--- src/rtl/adpcm_pkg.sv ---
// Shared types and the step-size table for the ADPCM playback channel.
// Assumes a 4-bit code and a 12-bit signed result.
package adpcm_pkg;
    localparam int PCM_W   = 12;
    localparam int IDX_W   = 6;
    localparam int IDX_TOP = 48;

    typedef enum logic [1:0] {
        CFG_HALT  = 2'd0,
        CFG_START = 2'd1,
        CFG_END   = 2'd2,
        CFG_RUN   = 2'd3
    } cfg_sel_e;

    // Step size selected by the step index
    function automatic logic [11:0] step_size(input logic [IDX_W-1:0] i);
        case (i)
            6'd0:  step_size = 12'h010;  6'd1:  step_size = 12'h011;
            6'd2:  step_size = 12'h013;  6'd3:  step_size = 12'h015;
            6'd4:  step_size = 12'h017;  6'd5:  step_size = 12'h019;
            6'd6:  step_size = 12'h01C;  6'd7:  step_size = 12'h01F;
            6'd8:  step_size = 12'h022;  6'd9:  step_size = 12'h025;
            6'd10: step_size = 12'h029;  6'd11: step_size = 12'h02D;
            6'd12: step_size = 12'h032;  6'd13: step_size = 12'h037;
            6'd14: step_size = 12'h03C;  6'd15: step_size = 12'h042;
            6'd16: step_size = 12'h049;  6'd17: step_size = 12'h050;
            6'd18: step_size = 12'h058;  6'd19: step_size = 12'h061;
            6'd20: step_size = 12'h06B;  6'd21: step_size = 12'h076;
            6'd22: step_size = 12'h082;  6'd23: step_size = 12'h08F;
            6'd24: step_size = 12'h09D;  6'd25: step_size = 12'h0AD;
            6'd26: step_size = 12'h0BE;  6'd27: step_size = 12'h0D1;
            6'd28: step_size = 12'h0E6;  6'd29: step_size = 12'h0FD;
            6'd30: step_size = 12'h117;  6'd31: step_size = 12'h133;
            6'd32: step_size = 12'h151;  6'd33: step_size = 12'h173;
            6'd34: step_size = 12'h198;  6'd35: step_size = 12'h1C1;
            6'd36: step_size = 12'h1EE;  6'd37: step_size = 12'h220;
            6'd38: step_size = 12'h256;  6'd39: step_size = 12'h292;
            6'd40: step_size = 12'h2D4;  6'd41: step_size = 12'h31C;
            6'd42: step_size = 12'h36C;  6'd43: step_size = 12'h3C3;
            6'd44: step_size = 12'h424;  6'd45: step_size = 12'h48E;
            6'd46: step_size = 12'h502;  6'd47: step_size = 12'h583;
            default: step_size = 12'h610;
        endcase
    endfunction
endpackage

--- src/rtl/adpcm_rate_div.sv ---
// Sample-rate divider: emits a registered one-cycle tick on every DIV-th
// slow_en pulse. Assumes slow_en is a one-cycle enable. 'clear' restarts
// the count.
module adpcm_rate_div #(
    parameter int DIV = 48
) (
    input  logic clk,
    input  logic rst_n,
    input  logic clear,
    input  logic slow_en,
    output logic tick
);
    localparam int CNT_W = (DIV > 1) ? $clog2(DIV) : 1;
    localparam logic [CNT_W-1:0] LAST = CNT_W'(DIV - 1);

    logic [CNT_W-1:0] cnt_q;

    // Count enable pulses and flag the last one of each group
    always_ff @(posedge clk) begin
        if (!rst_n || clear) begin
            cnt_q <= '0;
            tick  <= 1'b0;
        end else begin
            tick <= 1'b0;
            if (slow_en) begin
                if (cnt_q == LAST) begin
                    cnt_q <= '0;
                    tick  <= 1'b1;
                end else begin
                    cnt_q <= cnt_q + 1'b1;
                end
            end
        end
    end
endmodule

--- src/rtl/adpcm_fetch.sv ---
// Byte address sequencer with nibble selection. It holds the start and end
// presets, steps through the nibbles and freezes after the end byte.
// Assumes mem_data belongs to mem_addr in the same cycle.
module adpcm_fetch #(
    parameter int ADDR_W = 16
) (
    input  logic              clk,
    input  logic              rst_n,
    input  logic              halt,
    input  logic              ld_start,
    input  logic              ld_end,
    input  logic [ADDR_W-1:0] cfg_data,
    input  logic              step,
    input  logic [7:0]        mem_data,
    output logic [ADDR_W-1:0] mem_addr,
    output logic [3:0]        nibble,
    output logic              lo_half,
    output logic              frozen
);
    logic [ADDR_W-1:0] addr_q;
    logic [ADDR_W-1:0] end_q;

    // Preset registers and address advance after the lower nibble
    always_ff @(posedge clk) begin
        if (!rst_n) begin
            addr_q  <= '0;
            end_q   <= '0;
            lo_half <= 1'b0;
            frozen  <= 1'b0;
        end else begin
            if (halt) begin
                lo_half <= 1'b0;
                frozen  <= 1'b0;
            end else if (step && !frozen) begin
                lo_half <= !lo_half;
                if (lo_half) begin
                    if (addr_q == end_q) frozen <= 1'b1;
                    else                 addr_q <= addr_q + 1'b1;
                end
            end
            if (ld_start) addr_q <= cfg_data;
            if (ld_end)   end_q  <= cfg_data;
        end
    end

    // Upper nibble first, lower nibble second
    assign nibble   = lo_half ? mem_data[3:0] : mem_data[7:4];
    assign mem_addr = addr_q;
endmodule

--- src/rtl/adpcm_nibble_dec.sv ---
// Nibble decoder: step-index tracking, shift-and-add difference and a
// saturating 12-bit accumulator. 'go' decodes one nibble. 'clear' zeroes
// all state.
module adpcm_nibble_dec
    import adpcm_pkg::*;
(
    input  logic                    clk,
    input  logic                    rst_n,
    input  logic                    clear,
    input  logic                    go,
    input  logic [3:0]              nib,
    output logic signed [PCM_W-1:0] pcm,
    output logic                    valid,
    output logic [IDX_W-1:0]        idx
);
    localparam logic signed [13:0] POS_LIM = 14'sd2047;
    localparam logic signed [13:0] NEG_LIM = -14'sd2048;

    logic [11:0]        step;
    logic [12:0]        diff;
    logic signed [13:0] delta;
    logic signed [13:0] sum;
    logic signed [PCM_W-1:0] sat;
    logic [6:0]         grown;
    logic [IDX_W-1:0]   idx_nx;

    // Difference from the current index, with truncating shifts
    always_comb begin
        step = step_size(idx);
        diff = {4'b0, step[11:3]};
        if (nib[2]) diff = diff + {1'b0, step};
        if (nib[1]) diff = diff + {2'b0, step[11:1]};
        if (nib[0]) diff = diff + {3'b0, step[11:2]};
        delta = nib[3] ? -$signed({1'b0, diff}) : $signed({1'b0, diff});
    end

    // Saturating add onto the running value
    always_comb begin
        sum = $signed({{2{pcm[PCM_W-1]}}, pcm}) + delta;
        if (sum > POS_LIM)      sat = POS_LIM[PCM_W-1:0];
        else if (sum < NEG_LIM) sat = NEG_LIM[PCM_W-1:0];
        else                    sat = sum[PCM_W-1:0];
    end

    // Index adjustment by magnitude, clamped to 0..IDX_TOP
    always_comb begin
        grown = {1'b0, idx} + {4'b0, nib[1:0], 1'b0} + 7'd2;
        if (nib[2])
            idx_nx = (grown > 7'(IDX_TOP)) ? IDX_W'(IDX_TOP) : grown[IDX_W-1:0];
        else
            idx_nx = (idx == '0) ? '0 : idx - 1'b1;
    end

    // State update on each decode
    always_ff @(posedge clk) begin
        if (!rst_n || clear) begin
            pcm   <= '0;
            idx   <= '0;
            valid <= 1'b0;
        end else begin
            valid <= go;
            if (go) begin
                pcm <= sat;
                idx <= idx_nx;
            end
        end
    end
endmodule

--- src/rtl/adpcm_voice.sv ---
// ADPCM sample playback channel top. It decodes configuration writes, keeps
// the run state and joins divider, fetch and decoder. A halt write wins
// over a decode in the same cycle.
module adpcm_voice
    import adpcm_pkg::*;
#(
    parameter int ADDR_W = 16,
    parameter int DIV    = 48
) (
    input  logic              clk,
    input  logic              rst_n,
    input  logic              cfg_we,
    input  logic [1:0]        cfg_sel,
    input  logic [ADDR_W-1:0] cfg_data,
    input  logic              slow_en,
    output logic [ADDR_W-1:0] mem_addr,
    input  logic [7:0]        mem_data,
    output logic [11:0]       pcm_out,
    output logic              pcm_valid
);
    logic       run_q;
    logic       halt_wr;
    logic       run_wr;
    logic       hold;
    logic       tick;
    logic       go;
    logic       lo_half;
    logic       frozen;
    logic [3:0] nib;
    logic [IDX_W-1:0] step_idx;
    logic signed [PCM_W-1:0] pcm_s;

    // Write decode
    assign halt_wr = cfg_we && (cfg_sel == CFG_HALT);
    assign run_wr  = cfg_we && (cfg_sel == CFG_RUN);
    assign hold    = !run_q || halt_wr;
    assign go      = tick && !hold && !frozen;

    // Run state: halt clears it, run sets it
    always_ff @(posedge clk) begin
        if (!rst_n)       run_q <= 1'b0;
        else if (halt_wr) run_q <= 1'b0;
        else if (run_wr)  run_q <= 1'b1;
    end

    adpcm_rate_div #(.DIV(DIV)) u_div (
        .clk     (clk),
        .rst_n   (rst_n),
        .clear   (hold),
        .slow_en (slow_en),
        .tick    (tick)
    );

    adpcm_fetch #(.ADDR_W(ADDR_W)) u_fetch (
        .clk      (clk),
        .rst_n    (rst_n),
        .halt     (hold),
        .ld_start (cfg_we && (cfg_sel == CFG_START)),
        .ld_end   (cfg_we && (cfg_sel == CFG_END)),
        .cfg_data (cfg_data),
        .step     (go),
        .mem_data (mem_data),
        .mem_addr (mem_addr),
        .nibble   (nib),
        .lo_half  (lo_half),
        .frozen   (frozen)
    );

    adpcm_nibble_dec u_dec (
        .clk   (clk),
        .rst_n (rst_n),
        .clear (hold),
        .go    (go),
        .nib   (nib),
        .pcm   (pcm_s),
        .valid (pcm_valid),
        .idx   (step_idx)
    );

    assign pcm_out = pcm_s;
endmodule

--- config.mk ---
export PLATFORM = sky130hd
export DESIGN_NAME = adpcm_voice
export DESIGN_NICKNAME = d
export VERILOG_FILES = /design/src/rtl/adpcm_pkg.sv /design/src/rtl/adpcm_rate_div.sv /design/src/rtl/adpcm_fetch.sv /design/src/rtl/adpcm_nibble_dec.sv /design/src/rtl/adpcm_voice.sv
export SDC_FILE = /design/constraint.sdc
export NUM_CORES = 1
export LEC_CHECK = 0
export CAP_MARGIN = 0
export CORE_UTILIZATION = 65
export DETAILED_ROUTE_END_ITERATION = 6
export GPL_TIMING_DRIVEN = 1
export HOLD_SLACK_MARGIN = 0.1
export PLACE_DENSITY = 0.88
export SETUP_SLACK_MARGIN = 0.02
export SYNTH_ARGS = -nofsm -noshare
export SYNTH_HDL_FRONTEND = slang
export SYNTH_SLANG_ARGS = --single-unit
--- constraint.sdc ---
create_clock -name clk -period 22.2 [get_ports clk]
set_clock_uncertainty 0.15 [all_clocks]
set_input_delay 3.33 -clock clk [delete_from_list [all_inputs] [get_ports clk]]
set_output_delay 3.33 -clock clk [all_outputs]
set_load 0.01 [all_outputs]
* After elaboration in Yosys (flattened, before gate mapping) *
Memory sizes are Yosys's and may differ from the RTL's. A register that Yosys moved wholly into a read port is not among the register bits.
Cells that the tools add are included.

storage, ports and cells
  word-level logic and storage cells = 75
  ROM bits = 704
  memories = 1
  output and inout bits = 29
  input port bits = 30
  register bits = 61

memory list
  memory            depth  width  rd ports  clocked after Yosys merged registers in  wr ports  line             source
  (name not given)  64     11     1         1                                        0         adpcm_pkg.sv:17  case (i)

operators by class
  order comparisons = 3
  reduce and logical (&&, ||, !) cells = 23
  bitwise gates (word level) = 2
  add/sub/neg operators = 10
  eq/ne operators = 7
  mux-type cells = 19

operator list
  kind                                                           count
  2-to-1 mux 16 bit                                              5
  2-to-1 mux 13 bit                                              3
  2-to-1 mux 6 bit                                               6
  2-to-1 mux 12 bit                                              2
  adder 16 x 1 -> 16 bit (second input constant)                 1
  == test 16 bit                                                 1
  adder 12 x 14 -> 14 bit                                        1
  > comparator 14 x 12 -> 1 bit (second input constant)          1
  less-than comparator 14 x 12 -> 1 bit (second input constant)  1
  2-to-1 mux 14 bit                                              1
  negation 13 -> 14 bit                                          1
  adder 13 x 10 -> 13 bit                                        1
  adder 13 x 11 -> 13 bit                                        1
  adder 9 x 12 -> 13 bit                                         1
  adder 6 x 3 -> 7 bit                                           1
  adder 7 x 2 -> 7 bit (second input constant)                   1
  > comparator 7 x 6 -> 1 bit (second input constant)            1
  logical AND 1 bit                                              7
  adder 6 x 1 -> 6 bit (second input constant)                   1
  == test 6 bit (second input constant)                          1
  logical NOT 6 bit                                              1
  OR reduction 2 bit                                             3
  subtractor 6 x 1 -> 6 bit (second input constant)              1
  logical NOT 1 bit                                              5
  other kinds (11)                                               16

* Longest topological paths before layout *
  word-level depth = 12
  depth in mapped cells = 34
  depth with buffers taken out = 34

* By module *
From an unflattened synthesis, not the netlist that was laid out.

unflattened totals
  cell total of the unflattened synthesis = 931
  area total of the unflattened synthesis = 7257.0 um^2

modules (own cells, without submodules)
  module            instances  sequential area each (um^2)  cells an instance  area each (um^2)
  adpcm_nibble_dec  1          600.6                        689                5016.1
  adpcm_fetch       1          680.7                        195                1828.0
  adpcm_rate_div    1          140.1                        35                 320.3
  adpcm_voice       1          20.0                         12                 92.6

* Worst setup path after synthesis *
OpenSTA, ideal clock, no wires.

  path type = input to register
  start = input port mem_data[2]
  end = register u_dec.pcm[0]
  setup slack = 12.351 ns
  path buffers = 2
  stages on the path = 29
  arrival = 9.581 ns
  required time = 21.933 ns
  path through = mux2i_1 clkbuf_1 nor2_1 a21oi_1 inv_1 ha_1 and3_1 a22oi_1 a21oi_1 xor2_1 mux2_2 ha_1 or4_1 o22ai_1 mux2i_1 o211ai_1 or2_2 o21ai_0 xnor2_1 ha_1 a21o_1 a21o_1 a41oi_1 o21ai_0 xor2_1 xnor2_2 buf_6 nand2_1 a32o_1

between the ends
  cells in the longest elaborated chain, start to end = 12
  elaborated cells on any way between the ends = 13
  classes of those cells = add/sub: 4; order compare: 2; mux: 7

ends and longest elaborated chain
  what                                   line                    source
  start, declared                        adpcm_voice.sv:17       input logic [7:0] mem_data,
  2-to-1 mux 4 bit (*)                   adpcm_fetch.sv:47       assign nibble = lo_half ? mem_data[3:0] : mem_data[7:4];
  2-to-1 mux 13 bit (*)                  adpcm_nibble_dec.sv:31  if (nib[2]) diff = diff + {1'b0, step};
  adder 13 x 11 -> 13 bit                adpcm_nibble_dec.sv:32  if (nib[1]) diff = diff + {2'b0, step[11:1]};
  2-to-1 mux 13 bit (*)                  adpcm_nibble_dec.sv:32
  adder 13 x 10 -> 13 bit                adpcm_nibble_dec.sv:33  if (nib[0]) diff = diff + {3'b0, step[11:2]};
  2-to-1 mux 13 bit (*)                  adpcm_nibble_dec.sv:33
  negation 13 -> 14 bit                  adpcm_nibble_dec.sv:34  delta = nib[3] ? -$signed({1'b0, diff}) : $signed({1'b0, diff});
  2-to-1 mux 14 bit (*)                  adpcm_nibble_dec.sv:34
  adder 12 x 14 -> 14 bit (*)            adpcm_nibble_dec.sv:39  sum = $signed({{2{pcm[PCM_W-1]}}, pcm}) + delta;
  less-than comparator 14 x 12 -> 1 bit  adpcm_nibble_dec.sv:41  else if (sum < NEG_LIM) sat = NEG_LIM[PCM_W-1:0];
  2-to-1 mux 12 bit                      adpcm_nibble_dec.sv:41
  2-to-1 mux 12 bit (*)                  adpcm_nibble_dec.sv:40  if (sum > POS_LIM) sat = POS_LIM[PCM_W-1:0];
  end signal, assigned                   adpcm_nibble_dec.sv:63  pcm <= sat;
  end, declared                          adpcm_nibble_dec.sv:12  output logic signed [PCM_W-1:0] pcm,

Mark *: on every way between the ends. The rest lies on a longest branch, timed or not.
A chain may end at the register's enable or synchronous reset.

* Final worst setup path *
  start = input port mem_data[6]
  end = register u_dec.pcm[6]

Same word-level chain as after synthesis.

==> summary.txt <==
Placement
  – Buffers added on ports: 58
  – Placer's final routability congestion estimate: 0.901
  – HPWL Detailed: 12800 um
  – Placed cells: 1065

Floorplanning
  – Chip width: 106 um
  – Total core area: 10400 sq um
  – DIE HEIGHT: 106 um
  – Row count: 37
  – IO Pins: 59
  – Initial core utilization: 0.674
  – Die footprint: 11200 sq um

Synth
  – Syn_area_per_cell: 7.69 sq um
  – Synth warn: 0
  – Gate Count Post-Synth: 912
  – Yosys cell types: 83
  – Register area share after synthesis: 0.205
  – Synthesized area: 7020 sq um
  – Post-synth ARST share: 0
  – Syn nets: 1004
  – Register bit total from synthesis: 72
  – EDFF count, synth: 0
  – Synth Flop Type: dfxtp_1

Final layout
  – Nets: 1032
  – # diodes: 0
  – Layout fillers: 837
  – Layout area overhead: 11.1%
  – Final std cells w/o fill: 1081
  – Share of cells above drive strength 1: 0.0519

Critical path
  – RR Startpoint: u_dec.step[3]
  – Most frequent CP cell: ha_1
  – Critical path launch point type: input pin
  – Worst Path Max Fanout: 14
  – Reg2reg setup slack: 13620 ps
  – Slowest cell delay on critical path: 580 ps
  – Worst setup EP type: flop
  – Worst EP required: 22300 ps
  – Critical path arrival: 10790 ps
  – Path depth of the worst reg2reg path: 32
  – Critical path's slowest cell: xnor2_2
  – Worst r2r dst: u_dec.pcm[6]
  – WS Path Type: input pin to flop

Pwr
  – Worst vdd ir: 36.3 uV
  – Pleak: 3.36 nW
  – Power density over cell area: 35.6 nW/um^2

Global route
  – Grt ovf: 0
  – Initial antenna violation count: 0
  – Vias in the first global route: 6122
  – Pin count of the biggest net entering global routing: 35
  – Global-route wire length before repair: 28600 um
  – Total GRT Usage: 0.311

Timing
  – Rel. slew slack: 0.202
  – Maximum clock frequency: 0.0936 GHz
  – Worst Tran Pin Value: 1190 ps
  – Final hold vios: 0
  – RSZ-0062 raised after global routing: false
  – Post-Route Setup TNS: 0 ps
  – Hold_ws: 326 ps
  – Final setup viols: 0
  – Tcrit/Tclk final: 0.481
  – Tmin final: 10690 ps
  – Pins Over Slew Limit: 0

Routing
  – Drt first pass iters: 7
  – Final wirelength: 17500 um
  – Antenna-violating nets left: 0
  – Vias: 6827
  – DR vias/cell: 6.32
  – Routed WL per cell: 16.2 um
  – Residual DRC: 0
  – DRT iter0 DRCs: 549

Hold path
  – Worst min-delay path startpoint: u_fetch.end_q[12]
  – Hold path cells: 2
  – Hold Crit Class: flop to flop
  – Hold EP: u_fetch.end_q[12]

Clock network
  – Clock Latency Late Sink: 360 ps
  – H-Tree Depth: 3
  – Post-cts hold buffer count: 0
  – Clock Pin Slew Worst Setup and Hold Paths: 80 ps
  – Post-CTS Resized: 0
  – CTS Buf Count: 9
  – Root Driver: clkbuf_8
  – CTS tree: done
  – Deepest clock path buffer count: 2
  – Clock Sinks: 72
  – Post-CTS Setup Inserts: 0

Job
  – Max_cap viols: 0

Run status
  – Outcome: finished, final reports clean
==> cell usage in the layout, fill, tap and decap left out, drive strengths merged, types with 13 or more instances in the layout <==
master	Yosys	layout
o21ai	65	65
xor2	46	46
nor2	68	68
nand2	106	106
ha	57	57
nor3	25	25
clkdlybuf4s50	0	58
a21oi	65	65
dfxtp	72	72
xnor2	34	34
inv	47	48
a21o	15	15
mux2i	14	14
o211a	16	16
nor2b	13	13
a21boi	18	18
nand3	17	17
==> kinds of logic (layout without fill, tap and decap cells) <==
logic type,count (synthesis),count (layout),share of synthesized area
simple gates,297,297,0.199
compound gates,286,286,0.290
buf+inv,93,126,0.0526
xor+xnor,81,81,0.104
flops,72,72,0.205
fa+ha+maj,62,62,0.116
mux,21,21,0.0328
==> registers in the layout (all words and copies together), names as in the netlist <==
name	cells
u_dec.valid	1
u_div.tick	1
u_fetch.end_q	16
u_dec.pcm	12
u_dec.idx	6
u_fetch.lo_half	1
u_div.cnt_q	6
u_fetch.frozen	1
run_q	1
u_fetch.mem_addr	16
u_dec.step	11
==> final cells by class <==
| class | instances | area, sq um | area share |
|---|---|---|---|
| Multi-Input combinational cell | 747 | 5210 | 0.668 |
| Sequential cell | 72 | 1440 | 0.185 |
| Timing Repair Buffer | 63 | 618 | 0.0793 |
| Inverter | 47 | 176 | 0.0226 |
| Tap cell | 136 | 170 | 0.0218 |
| Clock buffer | 11 | 141 | 0.0181 |
| Clock inverter | 5 | 41.3 | 0.00530 |
==> per-stage QoR <==
stage,cell area [sq um],total power [mW],setup WS (ps),utilization
2_1_floorplan,7020,0.166,12350,-
3_3_place_gp,7610,0.181,11390,0.731
3_5_place_dp,7610,0.182,11220,0.731
4_1_cts,7790,0.277,11590,0.748
5_1_grt,7790,0.289,10940,0.748
6_report,7790,0.278,11510,0.748
==> worst max-delay path by stage <==
stage                     start      endpoint  depth (start not counted)
floorplan           mem_data[2]  u_dec.pcm[0]                         29
global placement    mem_data[2]  u_dec.pcm[6]                         29
detailed placement  mem_data[2]  u_dec.pcm[6]                         29
CTS                 mem_data[2]  u_dec.pcm[6]                         29
global route        mem_data[6]  u_dec.pcm[6]                         29
finish              mem_data[6]  u_dec.pcm[6]                         29
==> critical path, delay by kind of cell <==
kind,cells,cell delay [ps]
and+or+nand+nor,4,1130
xor gates and xnor gates,4,1090
AOI/OAI and AO/OA,12,2850
adders and majority gates,3,910
muxes,3,650
buffers and inverters,3,820
==> per-layer routing <==
metal,wire length [um],share of wire,global-route usage,vias up
met4,425,0.024,0.118,0
li1,-,-,-,3372
met2,8370,0.48,0.528,234
met5,0,0,0,-
met1,7750,0.44,0.406,3189
met3,927,0.053,0.0325,32
==> synth_stat cells, drive strengths merged (18+ instances only) <==
cell / number / area (sq um)
o21ai: 65 / 344
xnor2: 34 / 305
nor3: 25 / 125
a21oi: 65 / 325
xor2: 46 / 403
ha: 57 / 713
nand2: 106 / 398
dfxtp: 72 / 1440
nor2: 68 / 255
clkbuf: 43 / 163
inv: 47 / 176
a21boi: 18 / 135
==> where the power goes <==
part	internal [mW]	total, mW	switching [mW]	leakage (nW)
clock network	0.0444	0.0977	0.0533	0.0861
logic	0.0211	0.0451	0.0240	2.69
registers	0.132	0.135	0.00317	0.583
Power figures use the tool's default switching activity.
